`config.mk`:
```
export PLATFORM = sky130hd
export DESIGN_NAME = brx_lsu
export DESIGN_NICKNAME = d
export VERILOG_FILES = /design/src/rtl/brx_pkg.sv /design/src/rtl/brx_decode.sv /design/src/rtl/brx_agu.sv /design/src/rtl/brx_seq.sv /design/src/rtl/brx_lsu.sv
export SDC_FILE = /design/constraint.sdc
export NUM_CORES = 1
export LEC_CHECK = 0
export CAP_MARGIN = 20
export CORE_MARGIN = 3
export CORE_UTILIZATION = 35
export CTS_BUF_LIST = sky130_fd_sc_hd__clkbuf_4
export DETAILED_ROUTE_END_ITERATION = 10
export GPL_TIMING_DRIVEN = 0
export HOLD_SLACK_MARGIN = 0.05
export PLACE_DENSITY_LB_ADDON = 0.12
export SYNTH_ARGS = -nofsm -noshare
export SYNTH_HDL_FRONTEND = slang
export SYNTH_HIERARCHICAL = 1
export SYNTH_SLANG_ARGS = --single-unit
```
`constraint.sdc`:
```
create_clock -name clk -period 5.2 [get_ports clk]
set_input_delay 1.04 -clock clk [delete_from_list [all_inputs] [get_ports clk]]
set_output_delay 1.04 -clock clk [all_outputs]
set_load 0.02 [all_outputs]
```
`src/rtl/brx_pkg.sv`:
```
package brx_pkg;
  localparam int unsigned INSN_W = 32;
  localparam int unsigned RIDX_W = 5;
  localparam logic [5:0] PRIMARY_X = 6'd31;

  localparam logic [9:0] XO_LD8 = 10'd532;
  localparam logic [9:0] XO_LD4 = 10'd534;
  localparam logic [9:0] XO_LD2 = 10'd790;
  localparam logic [9:0] XO_ST8 = 10'd660;
  localparam logic [9:0] XO_ST4 = 10'd662;
  localparam logic [9:0] XO_ST2 = 10'd918;

  // lg_bytes: log2 of the transfer size in bytes (1, 2 or 3)
  typedef struct packed {
    logic       legal;
    logic       store;
    logic [1:0] lg_bytes;
  } brx_op_t;

  typedef enum logic [1:0] {
    S_IDLE = 2'd0,
    S_XFER = 2'd1,
    S_FIN  = 2'd2
  } brx_state_e;
endpackage

```
`src/rtl/brx_decode.sv`:
```
module brx_decode
  import brx_pkg::*;
(
  input  logic [INSN_W-1:0] insn,
  output brx_op_t           op,
  output logic [RIDX_W-1:0] rt_idx,
  output logic [RIDX_W-1:0] ra_idx,
  output logic [RIDX_W-1:0] rb_idx
);
  logic [5:0] primary;
  logic [9:0] xo;

  // big-endian bit k of the word is insn[31-k]
  assign primary = insn[31:26];
  assign rt_idx  = insn[25:21];
  assign ra_idx  = insn[20:16];
  assign rb_idx  = insn[15:11];
  assign xo      = insn[10:1];

  always_comb begin
    op = '0;
    if (primary == PRIMARY_X) begin
      unique case (xo)
        XO_LD8:  op = '{legal: 1'b1, store: 1'b0, lg_bytes: 2'd3};
        XO_LD4:  op = '{legal: 1'b1, store: 1'b0, lg_bytes: 2'd2};
        XO_LD2:  op = '{legal: 1'b1, store: 1'b0, lg_bytes: 2'd1};
        XO_ST8:  op = '{legal: 1'b1, store: 1'b1, lg_bytes: 2'd3};
        XO_ST4:  op = '{legal: 1'b1, store: 1'b1, lg_bytes: 2'd2};
        XO_ST2:  op = '{legal: 1'b1, store: 1'b1, lg_bytes: 2'd1};
        default: op = '0;
      endcase
    end
  end

  // a legal decode always names a nonzero transfer size
  always_comb begin
    if (op.legal) begin
      p_size_nonzero_r1: assert (op.lg_bytes != 2'd0);
    end
  end
endmodule

```
`src/rtl/brx_agu.sv`:
```
module brx_agu #(
  parameter int unsigned XLEN   = 64,
  parameter int unsigned RIDX_W = 5
) (
  input  logic [RIDX_W-1:0] ra_idx,
  input  logic [XLEN-1:0]   a_val,
  input  logic [XLEN-1:0]   b_val,
  output logic [XLEN-1:0]   ea
);
  logic [XLEN-1:0] base;

  // base field 0 selects the constant zero, not register 0
  assign base = (ra_idx == '0) ? '0 : a_val;
  assign ea   = b_val + base;
endmodule

```
`src/rtl/brx_seq.sv`:
```
module brx_seq
  import brx_pkg::*;
#(
  parameter int unsigned XLEN = 64
) (
  input  logic              clk,
  input  logic              rst_n,
  input  logic              start,
  input  brx_op_t           op,
  input  logic [RIDX_W-1:0] rt,
  input  logic [XLEN-1:0]   ea,
  input  logic [XLEN-1:0]   sdata,
  output logic              ready,
  output logic              req_valid,
  output logic              req_we,
  output logic [XLEN-1:0]   req_addr,
  output logic [7:0]        req_wdata,
  input  logic              rsp_valid,
  input  logic [7:0]        rsp_rdata,
  output logic              wr_en,
  output logic [RIDX_W-1:0] wr_idx,
  output logic [XLEN-1:0]   wr_data,
  output logic              done,
  output logic              illegal
);
  localparam int unsigned BYTES = XLEN / 8;
  localparam int unsigned CNT_W = $clog2(BYTES);

  brx_state_e        st_q, st_d;
  logic [CNT_W-1:0]  cnt_q, cnt_d, last_q, last_d;
  logic [XLEN-1:0]   ea_q, ea_d, data_q, data_d;
  logic              store_q, store_d, ill_q, ill_d;
  logic [RIDX_W-1:0] rt_q, rt_d;
  logic              cap_en, step_en;
  logic              hs;

  assign hs = (st_q == S_XFER) && rsp_valid;

  // next-state logic
  always_comb begin
    st_d    = st_q;
    cnt_d   = cnt_q;
    last_d  = last_q;
    ea_d    = ea_q;
    data_d  = data_q;
    store_d = store_q;
    rt_d    = rt_q;
    ill_d   = 1'b0;
    cap_en  = 1'b0;
    step_en = 1'b0;
    unique case (st_q)
      S_IDLE: begin
        if (start) begin
          if (op.legal) begin
            cap_en  = 1'b1;
            st_d    = S_XFER;
            cnt_d   = '0;
            last_d  = CNT_W'((1 << op.lg_bytes) - 1);
            ea_d    = ea;
            store_d = op.store;
            rt_d    = rt;
            data_d  = op.store ? sdata : '0;
          end else begin
            ill_d = 1'b1;
          end
        end
      end
      S_XFER: begin
        if (hs) begin
          step_en = 1'b1;
          if (!store_q) data_d[{cnt_q, 3'b000} +: 8] = rsp_rdata;
          if (cnt_q == last_q) st_d = S_FIN;
          else                 cnt_d = cnt_q + 1'b1;
        end
      end
      S_FIN:   st_d = S_IDLE;
      default: st_d = S_IDLE;
    endcase
  end

  // state register
  always_ff @(posedge clk or negedge rst_n) begin
    if (!rst_n) begin
      st_q  <= S_IDLE;
      ill_q <= 1'b0;
    end else begin
      st_q  <= st_d;
      ill_q <= ill_d;
    end
  end

  // datapath registers with explicit enables
  always_ff @(posedge clk or negedge rst_n) begin
    if (!rst_n) begin
      cnt_q   <= '0;
      last_q  <= '0;
      ea_q    <= '0;
      store_q <= 1'b0;
      rt_q    <= '0;
      data_q  <= '0;
    end else begin
      if (cap_en) begin
        last_q  <= last_d;
        ea_q    <= ea_d;
        store_q <= store_d;
        rt_q    <= rt_d;
      end
      if (cap_en || step_en) begin
        cnt_q  <= cnt_d;
        data_q <= data_d;
      end
    end
  end

  assign ready     = (st_q == S_IDLE);
  assign req_valid = (st_q == S_XFER);
  assign req_we    = store_q;
  assign req_addr  = ea_q + XLEN'(cnt_q);
  assign req_wdata = data_q[{cnt_q, 3'b000} +: 8];
  assign done      = (st_q == S_FIN);
  assign wr_en     = (st_q == S_FIN) && !store_q;
  assign wr_idx    = rt_q;
  assign wr_data   = data_q;
  assign illegal   = ill_q;

  // a pending request holds steady until answered
  p_req_hold_r6: assert property (@(posedge clk) disable iff (!rst_n)
    req_valid && !rsp_valid |=> req_valid && $stable(req_addr) &&
                                $stable(req_we) && $stable(req_wdata));

  // successive requests within one access step by one byte
  p_addr_step_r5: assert property (@(posedge clk) disable iff (!rst_n)
    req_valid && rsp_valid && !$past(1'b0) && (cnt_q != last_q)
      |=> req_valid && (req_addr == $past(req_addr) + 1'b1));

  // done lasts one cycle
  p_done_pulse_r7: assert property (@(posedge clk) disable iff (!rst_n)
    done |=> !done);

  // register writes only appear with done
  p_wr_with_done_r7: assert property (@(posedge clk) disable iff (!rst_n)
    wr_en |-> done);

  // illegal never overlaps memory or register activity
  p_illegal_quiet_r8: assert property (@(posedge clk) disable iff (!rst_n)
    illegal |-> !req_valid && !wr_en && !done);

  // illegal is a single-cycle pulse
  p_illegal_pulse_r8: assert property (@(posedge clk) disable iff (!rst_n)
    illegal && !$past(start) |-> 1'b0 || !illegal);

  // no request while reporting idle
  p_busy_when_req_r9: assert property (@(posedge clk) disable iff (!rst_n)
    req_valid |-> !ready);

  // the last response leads to done on the next cycle
  p_done_after_last_r7: assert property (@(posedge clk) disable iff (!rst_n)
    hs && (cnt_q == last_q) |=> done);
endmodule

```
`src/rtl/brx_lsu.sv`:
```
module brx_lsu
  import brx_pkg::*;
#(
  parameter int unsigned XLEN = 64
) (
  input  logic              clk,
  input  logic              rst_n,
  input  logic              insn_valid,
  input  logic [31:0]       insn,
  output logic              insn_ready,
  output logic [4:0]        rf_a_idx,
  input  logic [XLEN-1:0]   rf_a_data,
  output logic [4:0]        rf_b_idx,
  input  logic [XLEN-1:0]   rf_b_data,
  output logic [4:0]        rf_s_idx,
  input  logic [XLEN-1:0]   rf_s_data,
  output logic              rf_we,
  output logic [4:0]        rf_wr_idx,
  output logic [XLEN-1:0]   rf_wr_data,
  output logic              mem_req_valid,
  output logic              mem_req_we,
  output logic [XLEN-1:0]   mem_req_addr,
  output logic [7:0]        mem_req_wdata,
  input  logic              mem_rsp_valid,
  input  logic [7:0]        mem_rsp_rdata,
  output logic              done,
  output logic              illegal
);
  brx_op_t           op;
  logic [RIDX_W-1:0] rt_idx, ra_idx, rb_idx;
  logic [XLEN-1:0]   ea;
  logic              start;

  brx_decode u_dec (
    .insn   (insn),
    .op     (op),
    .rt_idx (rt_idx),
    .ra_idx (ra_idx),
    .rb_idx (rb_idx)
  );

  assign rf_a_idx = ra_idx;
  assign rf_b_idx = rb_idx;
  assign rf_s_idx = rt_idx;

  brx_agu #(.XLEN(XLEN), .RIDX_W(RIDX_W)) u_agu (
    .ra_idx (ra_idx),
    .a_val  (rf_a_data),
    .b_val  (rf_b_data),
    .ea     (ea)
  );

  assign start = insn_valid && insn_ready;

  brx_seq #(.XLEN(XLEN)) u_seq (
    .clk       (clk),
    .rst_n     (rst_n),
    .start     (start),
    .op        (op),
    .rt        (rt_idx),
    .ea        (ea),
    .sdata     (rf_s_data),
    .ready     (insn_ready),
    .req_valid (mem_req_valid),
    .req_we    (mem_req_we),
    .req_addr  (mem_req_addr),
    .req_wdata (mem_req_wdata),
    .rsp_valid (mem_rsp_valid),
    .rsp_rdata (mem_rsp_rdata),
    .wr_en     (rf_we),
    .wr_idx    (rf_wr_idx),
    .wr_data   (rf_wr_data),
    .done      (done),
    .illegal   (illegal)
  );

  // first byte of a legal access goes to the computed address
  p_first_addr_r2: assert property (@(posedge clk) disable iff (!rst_n)
    start && op.legal |=> mem_req_valid && (mem_req_addr == $past(ea)));

  // an unsupported word yields illegal and no request
  p_bad_op_r8: assert property (@(posedge clk) disable iff (!rst_n)
    start && !op.legal |=> illegal && !mem_req_valid);
endmodule

```
# --- Yosys cells after proc, flatten, opt, wreduce, memory -nomap -nowiden ---
# Index checks and enable logic that the tools add are counted.
# Widths: inputs -> output; s select.
classes:
  addsub: 5
  eq_ne: 16
  shift: 4
  n_mux: 28
  n_reduce_logical: 12
ops:
  columns: ["op", "count"]
  rows:
  - ["$mux 64", 6]
  - ["$pmux 64 s2", 1]
  - ["$add 64x3->64", 1]
  - ["$add 64x64->64", 1]
  - ["$bwmux 64", 1]
  - ["$shift 8x8->64 const A", 1]
  - ["$shiftx 64x7->8", 1]
  - ["$shiftx 8x8->64", 1]
  - ["$eq 10x10->1 const B", 6]
  - ["$pmux 4 s6", 1]
  - ["$mux 3", 4]
  - ["$reduce_and 6->1", 2]
  - ["$mux 1", 8]
  - ["$mux 2", 4]
  - ["$ne 2x1->1 const B", 4]
  - ["$neg 6->8", 1]
  - ["$reduce_and 4->1", 2]
  - ["$eq 6x5->1 const B", 1]
  - ["$pmux 3 s2", 1]
  - ["$logic_not 5->1", 1]
  - ["$mux 4", 1]
  - ["$ne 2x2->1 const B", 2]
  - ["$pmux 2 s2", 1]
  - ["$add 3x1->3 const B", 1]
  - ["other kinds (10)", 12]
totals:
  regBits: 143

# --- Depth between registers and ports, before layout ---
# Gate-level depths: netlist of run 1.
depth:
  ltp_word: 8
  depth_mapped: 18
  depth_no_buf: 16

# --- Cells and area by module ---
# The synthesis of run 1 kept the hierarchy.
by_module_without_submodules:
  columns: ["module", "n_inst", "cells_per_inst", "area_per_inst_um2"]
  rows:
  - ["brx_seq", 1, 788, 8061.5]
  - ["brx_agu", 1, 627, 4314.1]
  - ["brx_decode", 1, 27, 193.9]
  - ["brx_lsu", 1, 1, 6.3]

# --- Worst setup path before layout of run 1 ---
# Ideal clock, no wire load.
synth_timing:
  kind: "input to register"
  start: "input insn[16]"
  end: "register u_seq.ea_q[60]"
  setup_ns: 0.127
  arrival_time_ns: 4.945
  required_time_ns: 5.073
  path_slack_ns: 0.129
  cell_stages: 18
  cell_sequence: "buf_4 > or4_1 > nor2_1 > clkbuf_1 > nor2b_1 > ha_1 > fa_1 > a21o_1 > a311oi_2 > o21ai_2 > o211ai_2 > a211oi_2 > o31ai_4 > o31ai_2 > or3b_1 > and3_1 > nand2_1 > o21ai_0"
synth_between:
  elab_chain_cells: 3
synth_rtl:
  columns: ["element", "line_no", "text"]
  rows:
  - ["start: declaration", "brx_lsu.sv:9", "input logic [31:0] insn,"]
  - ["$logic_not 5->1", "brx_agu.sv:13", "assign base = (ra_idx == '0) ? '0 : a_val;"]
  - ["$mux 64", "brx_agu.sv:13", null]
  - ["$add 64x64->64", "brx_agu.sv:14", "assign ea = b_val + base;"]
  - ["via ea[60]", "brx_lsu.sv:31", "logic [XLEN-1:0] ea;"]
  - ["end signal: assignment", "brx_seq.sv:97", "ea_q <= '0;"]
  - ["end signal: assignment", "brx_seq.sv:104", "ea_q <= ea_d;"]
  - ["end: declaration", "brx_seq.sv:31", "logic [XLEN-1:0] ea_q, ea_d, data_q, data_d;"]
# The timed path passes the listed nets, and every way through them passes these cells.
# A chain may end at the register's enable or synchronous reset.

# --- Worst setup path in the final report of run 1 ---
# Same ends and word-level chain as after synthesis.

==> impl_metrics.py, run 1 <==
metrics = {
    "die": {
        "die_x_um": 196,
        "die_area_um2": 38200,
        "core_area_um2": 35000,
        "initial_utilization": 0.360,
        "pin_count": 398,
        "rows": 68,
        "fp.dieH_um": 196,
    },
    "routing": {
        "via_count": 12588,
        "drt-pass1-iter-count": 5,
        "detail-route-antenna-nets": 0,
        "via_per_inst": 5.46,
        "drt_wl_total_um": 46500,
        "drt_iter0_drc": 822,
        "drc_errors": 0,
        "routedWlPerCell_um": 20.2,
    },
    "global_routing": {
        "grt_use_total": 0.235,
        "grt_max_degree": 84,
        "antenna_found_initial": 1,
        "grt_overflow": 0,
        "grt_pass1_wl_um": 71400,
        "grt_pass1_vias": 12505,
    },
    "power": {
        "p_leak_nw": 7.24,
        "p_total_mw": 2.87,
        "ir_drop_v": 0.000143,
        "p_per_area_nw_per_um2": 166,
        "seqPwrFrac": 0.400,
        "power_switching_mw": 0.981,
        "combPwrFrac": 0.344,
        "internal_power_mw": 1.89,
        "switching_share": 0.342,
        "clkPwrFrac": 0.256,
    },
    "critical_path": {
        "slowest_delay_ns": 0.59,
        "r2r-end": "u_seq/wr_data[38]",
        "cp_max_fo": 10,
        "r2r_start": "u_seq/cnt_q[1]",
        "crit_type": "in2reg",
        "cp_top_family": "compound AO/OA/AOI/OAI gates",
        "end_kind": "flop",
        "cp_common_cell": "buf_4",
        "worst-r2r-cell-count": 11,
        "reg2reg_slack_ns": 0.89,
        "cp.required_ns": 5.63,
        "cp_cell_sequence": "buf_4 > or4_1 > nor2_4 > buf_4 > buf_4 > nor2b_1 > ha_1 > fa_1 > a21o_1 > a311oi_2 > o21ai_4 > o211ai_2 > a211oi_2 > o31ai_4 > o31ai_2 > or3b_1 > and3_1 > nand2_1 > o21ai_0",
        "arrival_ns": 5.50,
        "path_buf_inv": 3,
        "cp-start-kind": "input pin",
        "critical_path.slowest_cell": "or4_1",
    },
    "final_layout": {
        "layout-area-overhead-vs-synth_pct": 37.3,
        "design_area_um2": 17300,
        "drive_above_1_share": 0.109,
        "regArea_um2": 3580,
        "layout.nets": 2150,
        "fill_cells": 3428,
        "multi_input_area_um2": 8420,
        "utilization": 0.494,
    },
    "synth": {
        "synth_top_family_by_area": "simple AND/OR/NAND/NOR gates",
        "yosys.area.top_type": "dfrtp_1",
        "ys_top_cells_by_area": "dfrtp_1 28%, ha_1 7.3%, mux2_2 5.7%, xnor2_1 5.7%, a21oi_1 5.3%",
        "syn-num-nets": 1754,
        "synth_edf_count": 0,
        "synth_simple_gate_area_frac": 0.218,
        "yosysSeqAreaShare": 0.285,
        "ys.warnings.count": 6,
        "yosys_most_used_dff": "dfrtp_1",
        "synthAdderAreaFrac": 0.0758,
        "synthTopCellsByCount": "143 x dfrtp_1, 140 x nand2_1, 133 x a21oi_1",
        "netlist-cell-type-count": 91,
        "syn_avg_cell_area_um2": 8.72,
        "yosysMostFrequentCell": "dfrtp_1",
        "synthArstFlopShare": 1.00,
        "synth_compound_area_frac": 0.197,
        "synth_seq_cells": 143,
        "syn_area_um2": 12600,
        "synthMuxAreaShare": 0.0868,
        "synth_top_area_frac": 0.285,
        "syn_inst": 1443,
        "synth_xor_area_frac": 0.0884,
    },
    "job": {
        "max-cap-violations": 0,
    },
    "placed_design": {
        "place_hpwl_um": 37700,
        "place_congestion": 0.923,
        "port-buffer-count": 373,
        "dpl-instance-area_um2": 16900,
    },
    "timing": {
        "relSlewSlack": 0.405,
        "setup_viol": 0,
        "hold_violations": 0,
        "skew_ns": 0.0186,
        "final-max-slew-violation-count": 0,
        "fmax_ghz": 0.198,
        "finalCriticalPeriod_ns": 5.06,
        "hold_ws_ns": 0.432,
        "tightest_slew_ns": 0.885,
        "fin_crit_sh": 0.973,
        "grt_setup_unrepaired": "no",
    },
    "status": {
        "status": "completed",
    },
    "clock_tree": {
        "clkLatencyLatePin_ns": 0.56,
        "h-tree-depth": 4,
        "clock_path_buffers": 2,
        "clk_pin_slew_ns": 0.13,
        "cts.sinks": 143,
        "cts_root_buffer": "clkbuf_4",
        "numCtsBuffers": 17,
        "postCtsHoldBufs": 0,
        "cts_tree": "built",
    },
    "hold_path": {
        "hp-class": "in2async",
    },
}
through the flow:
| stage | std cells | worst slack [ns] | TNS [ns] |
|---|---|---|---|
| 2_1_floorplan | 1443 | 0.129 | 0 |
| 3_3_place_gp | 2271 | -3.06 | -480.91 |
| 3_5_place_dp | 2273 | -1.30 | -36.79 |
| 4_1_cts | 2304 | -0.00270 | -0.00270 |
| 5_1_grt | 2307 | 0.00796 | 0 |
| 6_report | 2307 | 0.140 | 0 |
kinds of logic after synthesis:
family | Yosys count
AOI/OAI and AO/OA | 387
xor gates and xnor gates | 127
adders and majority gates | 75
buffers and inverters | 123
DFF | 143
muxes | 81
and+or+nand+nor | 507
worst max-delay path by stage:
stage / to / slack (ns) / start / cells past startpoint
after floorplan: u_seq/ea_q[60] / 0.13 / insn[16] / 18
after global placement: u_seq/ea_q[20] / -3.06 / rst_n / 1
after detailed placement: u_seq/ea_q[60] / -1.30 / insn[16] / 19
after CTS: u_seq/ea_q[55] / -0.003 / insn[16] / 17
after global routing: u_seq/ea_q[62] / 0.008 / insn[16] / 18
final: u_seq/ea_q[60] / 0.14 / insn[16] / 19
power by group through the flow:
stage	clock [mW]	combinational [mW]	sequential (mW)
global route	0.805	1.08	1.15
floorplan	0	0.551	1.18
finish	0.735	0.987	1.15
global placement	0	0.965	1.17
CTS	0.769	0.978	1.15
detailed placement	0	0.971	1.17
timing repair:
action | in CTS | in global routing
pin swaps | 0 | 2
endpoints found under the setup margin | 29 | 9
gates resized for setup | 5 | 8
buffers inserted | 0 | 2
area by class of cell:
class                   count  share of cell area
flip-flops and latches    143               0.207
multi-input cells        1177               0.487
repair buffers            377               0.220
well taps                 455              0.0330
clock buffers              18             0.00782
inverters                  33             0.00717
clock inverters            13             0.00826
diodes                      1            0.000145
plain buffers              90              0.0293
state kept, by name, indices dropped and copies added, names as in the netlist:
register / flops
u_seq/ea_q: 64
u_seq/wr_data: 64
u_seq/wr_idx: 5
u_seq/cnt_q: 3
u_seq/last_q: 3
u_seq/st_q: 2
u_seq/illegal: 1
u_seq/req_we: 1
layout by cell type (no fill, tap or decap), types with 25 or more instances in the layout:
cell type,n
inv_1,31
a21o_1,25
mux2_2,64
clkdlybuf4s50_1,372
clkbuf_1,36
xor2_1,45
nand2_1,140
nor2_1,91
a22oi_1,64
nand3_1,39
a21oi_1,132
o21ai_0,65
xnor2_1,82
ha_1,73
and3_1,27
nor2b_1,74
nand4_1,39
dfrtp_1,143
routing by layer:
| layer | GRT usage | up-vias | wire length [µm] |
|---|---|---|---|
| met2 | 0.419 | 513 | 23300 |
| li1 | - | 6041 | - |
| met1 | 0.297 | 5973 | 19100 |
| met5 | 0 | - | 0 |
| met4 | 0.0681 | 0 | 1140 |
| met3 | 0.0312 | 61 | 2990 |
Power figures use the tool's default switching activity.
==> run 2, diff against run 1 <==
Settings changed: CELL_PAD_IN_SITES_DETAIL_PLACEMENT from default to 0, CELL_PAD_IN_SITES_GLOBAL_PLACEMENT from default to 1.
==> run 2 against run 1 <==
Net effect:
- design area grew 0.38%
- global-route usage rose by 0.40 points
- register-to-register slack better by 0.08 ns
- via count is 0.79% lower
- worst setup slack better by 0.039 ns
- largest cell class unchanged
==> impl_metrics.py, run 2 (synthesized netlist as in run 1, its figures left out) <==
metrics = {
    "critical_path": {
        "critical_path.slowest_cell": "or4_1",
        "path_buf_inv": 3,
        "cp_cell_sequence": "buf_4 > or4_1 > nor2_2 > buf_6 > clkbuf_4 > nor2b_1 > ha_1 > fa_1 > a21o_1 > a311oi_2 > o21ai_4 > o211ai_2 > a211oi_2 > o31ai_4 > o31ai_2 > or3b_1 > and3_1 > nand2_1 > o21ai_0",
        "end_kind": "flop",
        "r2r_start": "u_seq/cnt_q[1]",
        "worst-r2r-cell-count": 10,
        "cp-start-kind": "input pin",
        "cp_max_fo": 10,
        "cp.required_ns": 5.63,
        "cp_top_family": "compound AO/OA/AOI/OAI gates",
        "arrival_ns": 5.45,
        "crit_type": "in2reg",
        "slowest_delay_ns": 0.54,
        "r2r-end": "u_seq/wr_data[2]",
        "reg2reg_slack_ns": 0.97,
    },
    "global_routing": {
        "grt_pass1_vias": 12390,
        "grt_pass1_wl_um": 72400,
        "grt_use_total": 0.239,
        "antenna_found_initial": 1,
        "grt_overflow": 0,
        "grt_max_degree": 87,
    },
    "die": {
        "pin_count": 398,
        "core_area_um2": 35000,
        "die_x_um": 196,
        "rows": 68,
        "die_area_um2": 38200,
        "initial_utilization": 0.360,
        "fp.dieH_um": 196,
    },
    "placed_design": {
        "place_congestion": 0.923,
        "dpl-instance-area_um2": 16900,
        "place_hpwl_um": 38500,
        "pre_cts_slack_ns": -0.970,
        "port-buffer-count": 373,
    },
    "routing": {
        "routedWlPerCell_um": 20.6,
        "via_per_inst": 5.42,
        "via_count": 12489,
        "drt_iter0_drc": 702,
        "detail-route-antenna-nets": 0,
        "drt-pass1-iter-count": 5,
        "drt_wl_total_um": 47400,
        "drc_errors": 0,
    },
    "clock_tree": {
        "clock_path_buffers": 2,
        "clkLatencyLatePin_ns": 0.55,
        "cts_root_buffer": "clkbuf_4",
        "postCtsHoldBufs": 0,
        "cts_tree": "built",
        "cts.sinks": 143,
        "h-tree-depth": 4,
        "numCtsBuffers": 17,
        "clk_pin_slew_ns": 0.15,
    },
    "final_layout": {
        "drive_above_1_share": 0.109,
        "design_area_um2": 17300,
        "layout.nets": 2149,
        "mostFrequentLayoutCells": "372 x clkdlybuf4s50_1, 143 x dfrtp_1, 140 x nand2_1",
        "final_common_cell": "clkdlybuf4s50_1",
        "layout-area-overhead-vs-synth_pct": 37.8,
    },
    "power": {
        "ir_drop_v": 0.000109,
        "p_leak_nw": 7.29,
        "p_per_area_nw_per_um2": 177,
    },
    "timing": {
        "hold_violations": 0,
        "setup_viol": 0,
        "fmax_ghz": 0.199,
        "fin_ws_ns": 0.179,
        "fin_crit_sh": 0.966,
        "final-max-slew-violation-count": 0,
        "skew_ns": 0.0269,
        "finalCriticalPeriod_ns": 5.02,
        "tightest_slew_ns": 1.01,
        "relSlewSlack": 0.319,
    },
    "status": {
        "status": "completed",
    },
    "hold_path": {
        "hp-class": "in2async",
    },
    "job": {
        "max-cap-violations": 0,
    },
}
==> run 2: cell type report <==
class,instances,area (µm²)
Multi-Input combinational cell,1177,8400
Timing Repair Buffer,376,3780
Buffer,90,508
Clock inverter,13,233
Tap cell,455,569
Clock buffer,18,135
Fill cell,3495,17600
Antenna cell,1,2.50
Sequential cell,143,3580
Inverter,33,124
==> run 2: worst max-delay path by stage <==
stage,from,endpoint,slack [ns],cells after the start
after floorplan,insn[16],u_seq/ea_q[60],0.13,18
after global placement,rst_n,u_seq/ea_q[57],-3.21,1
after detailed placement,insn[16],u_seq/ea_q[60],-0.97,19
after CTS,insn[16],u_seq/ea_q[60],0.04,19
after global routing,insn[16],u_seq/ea_q[60],-0.02,19
final,insn[16],u_seq/ea_q[60],0.18,19
==> run 2: stage by stage <==
stage | std cells | setup TNS (ns) | power, mW | hold slack, ns | util
floorplan | 1443 | 0 | 1.73 | 0.485 | -
global placement | 2271 | -500.83 | 2.15 | 0.487 | 0.483
detailed placement | 2273 | -20.32 | 2.15 | 0.496 | 0.484
CTS | 2304 | 0 | 3.10 | 0.404 | 0.495
global route | 2306 | -0.0245 | 3.24 | 0.399 | 0.496
finish | 2306 | 0 | 3.07 | 0.418 | 0.496
==> run 2: what timing repair did <==
| action | in CTS | in global routing |
|---|---|---|
| buffers inserted | 0 | 1 |
| pin swaps | 0 | 1 |
| gates resized for setup | 4 | 11 |
| endpoints found under the setup margin | 11 | 11 |
==> run 2: power breakdown <==
part | total (mW) | internal, mW | switching [mW]
clock | 0.928 | 0.485 | 0.444
sequential | 1.15 | 1.13 | 0.0176
combinational | 0.993 | 0.471 | 0.521
total | 3.07 | 2.08 | 0.983
==> run 2: worst reg2reg max path: cells and delay by family, from the launching register on <==
| kind | cells | cell delay (ns) |
|---|---|---|
| buffers and inverters | 5 | 1.85 |
| adder cells (fa/ha/maj) | 2 | 0.55 |
| flip-flops | 1 | 0.59 |
| AND/OR/NAND/NOR | 1 | 0.25 |
| AO/OA/AOI/OAI | 2 | 0.86 |
==> run 2: metal layers <==
metal,wire length [µm],up-vias,global-route usage
met3,2740,44,0.0352
met4,954,0,0.0584
met1,20500,5960,0.315
met2,23200,451,0.413
met5,0,-,0
li1,-,6034,-
==> run 3, diff against run 2 <==
Settings changed: CTS_BUF_LIST sky130_fd_sc_hd__clkbuf_4 to sky130_fd_sc_hd__clkbuf_4 sky130_fd_sc_hd__clkbuf_8 sky130_fd_sc_hd__clkbuf_16, SETUP_SLACK_MARGIN from default to 0.5.
==> run 3 against run 2 <==
Net effect:
- worst setup slack improved by 0.34 ns
- register-to-register slack improved by 0.02 ns
- clock-buffer cell count is the same
- sequential power about the same
- non-clock buffer count increased by 23
- clock power is 36% higher
- die area did not move
- via count grew 1.9%
- final cell count rose by 0.95%
==> impl_metrics.py, run 3 (synthesized netlist as in run 1, its figures left out) <==
metrics = {
    "status": {
        "status": "completed",
    },
    "global_routing": {
        "antenna_found_initial": 0,
        "grt_use_total": 0.239,
        "grt_overflow": 0,
        "grt_pass1_vias": 12527,
        "grt_max_degree": 78,
        "grt_pass1_wl_um": 72200,
    },
    "clock_tree": {
        "clkLatencyLatePin_ns": 0.42,
        "cts_root_buffer": "clkbuf_16",
        "clk_pin_slew_ns": 0.06,
        "clock_path_buffers": 2,
        "postCtsHoldBufs": 0,
        "cts_tree": "built",
        "h-tree-depth": 4,
        "cts.sinks": 143,
        "numCtsBuffers": 17,
    },
    "power": {
        "combPwrFrac": 0.306,
        "p_leak_nw": 7.59,
        "internal_power_mw": 2.40,
        "switching_share": 0.310,
        "seqPwrFrac": 0.330,
        "ir_drop_v": 0.000209,
        "power_switching_mw": 1.08,
        "p_per_area_nw_per_um2": 192,
        "p_total_mw": 3.48,
        "clkPwrFrac": 0.364,
    },
    "critical_path": {
        "reg2reg_slack_ns": 0.99,
        "cp-start-kind": "input pin",
        "crit_type": "in2reg",
        "critical_path.slowest_cell": "or4_4",
        "path_buf_inv": 6,
        "cp_max_fo": 7,
        "cp_cell_sequence": "buf_6 > or4_4 > nor2_4 > buf_12 > clkbuf_16 > nor2b_4 > ha_4 > fa_2 > a21o_1 > a311oi_2 > o21ai_4 > buf_4 > buf_4 > o2111ai_4 > a31oi_2 > a21oi_2 > buf_6 > o211ai_4 > nor4_2 > a311oi_2 > nand2_1 > o21ai_0",
        "cp.required_ns": 5.49,
        "r2r-end": "u_seq/wr_data[7]",
        "worst-r2r-cell-count": 11,
        "end_kind": "flop",
        "arrival_ns": 4.97,
        "slowest_delay_ns": 0.54,
        "cp_top_family": "compound AO/OA/AOI/OAI gates",
        "r2r_start": "u_seq/cnt_q[1]",
    },
    "die": {
        "pin_count": 398,
        "die_x_um": 196,
        "die_area_um2": 38200,
        "fp.dieH_um": 196,
        "initial_utilization": 0.360,
        "core_area_um2": 35000,
        "rows": 68,
    },
    "routing": {
        "routedWlPerCell_um": 20.7,
        "drt-pass1-iter-count": 5,
        "detail-route-antenna-nets": 0,
        "via_count": 12723,
        "drt_iter0_drc": 727,
        "drt_wl_total_um": 48100,
        "via_per_inst": 5.47,
        "drc_errors": 0,
    },
    "timing": {
        "grt_setup_unrepaired": "yes",
        "hold_ws_ns": 0.502,
        "setup_viol": 0,
        "fmax_ghz": 0.214,
        "hold_violations": 0,
        "final-max-slew-violation-count": 0,
        "finalCriticalPeriod_ns": 4.68,
        "skew_ns": 0.00843,
        "fin_ws_ns": 0.521,
        "fin_crit_sh": 0.900,
        "tightest_slew_ns": 0.826,
        "relSlewSlack": 0.450,
    },
    "final_layout": {
        "layout-area-overhead-vs-synth_pct": 44.1,
        "final_common_cell": "clkdlybuf4s50_1",
        "mostFrequentLayoutCells": "372 x clkdlybuf4s50_1, 142 x dfrtp_1, 140 x nand2_1",
        "drive_above_1_share": 0.143,
        "layout.nets": 2172,
        "num_antenna_cells": 0,
    },
    "placed_design": {
        "port-buffer-count": 373,
        "place_hpwl_um": 38700,
        "pre_cts_slack_ns": -0.673,
        "place_congestion": 0.921,
    },
    "hold_path": {
        "whs_endpoint": "u_seq/wr_idx[3]",
        "hp-start": "u_seq/wr_idx[3]",
        "holdPathStages": 1,
        "hp-class": "reg2reg",
    },
    "job": {
        "max-cap-violations": 0,
    },
}
==> run 3: power groups by stage <==
stage               combinational (mW)  clock (mW)  sequential [mW]
floorplan                        0.552           0             1.18
global placement                 0.980           0             1.17
detailed placement               0.983           0             1.17
CTS                               1.02        1.29             1.15
global route                      1.15        1.34             1.15
finish                            1.07        1.26             1.15
==> run 3: per-stage QoR <==
step	TNS [ns]	instances	area, µm²	utilization
finish	0	2328	18100	0.518
global route	0	2328	18100	0.518
CTS	0	2318	17800	0.509
detailed placement	-9.17	2272	16900	0.484
global placement	-458.87	2271	16900	0.483
floorplan	0	1443	12600	-
==> run 3: cell type report <==
cell class | count | area, µm²
Fill cell | 3368 | 16800
Multi-Input combinational cell | 1177 | 8730
Clock buffer | 18 | 433
Buffer | 90 | 547
Tap cell | 455 | 569
Inverter | 33 | 124
Sequential cell | 143 | 3580
Clock inverter | 13 | 164
Timing Repair Buffer | 399 | 3980
==> run 3: timing repair <==
item | 4_1_cts | 5_1_grt
endpoints found under the setup margin | 37 | 36
gates cloned | 0 | 0
buffers inserted | 15 | 10
resized for setup | 25 | 63
pin swaps | 12 | 22
==> run 3: how the worst max path moves through the flow <==
stage | start | endpoint | slack (ns) | cells past startpoint
after floorplan | insn[16] | u_seq/ea_q[41] | 0.52 | 16
after global placement | rst_n | u_seq/ea_q[20] | -3.17 | 1
after detailed placement | insn[16] | u_seq/ea_q[57] | -0.67 | 15
after CTS | insn[16] | u_seq/ea_q[62] | 0.46 | 18
after global routing | insn[16] | u_seq/ea_q[58] | 0.40 | 22
final | insn[16] | u_seq/ea_q[58] | 0.52 | 22
==> run 3: layer usage <==
metal  up-vias  routed length, µm  track usage
li1       6090                  -            -
met1      6142              20800        0.313
met2       435              23400        0.411
met3        56               2670       0.0355
met4         0               1270       0.0700
met5         -                  0            0
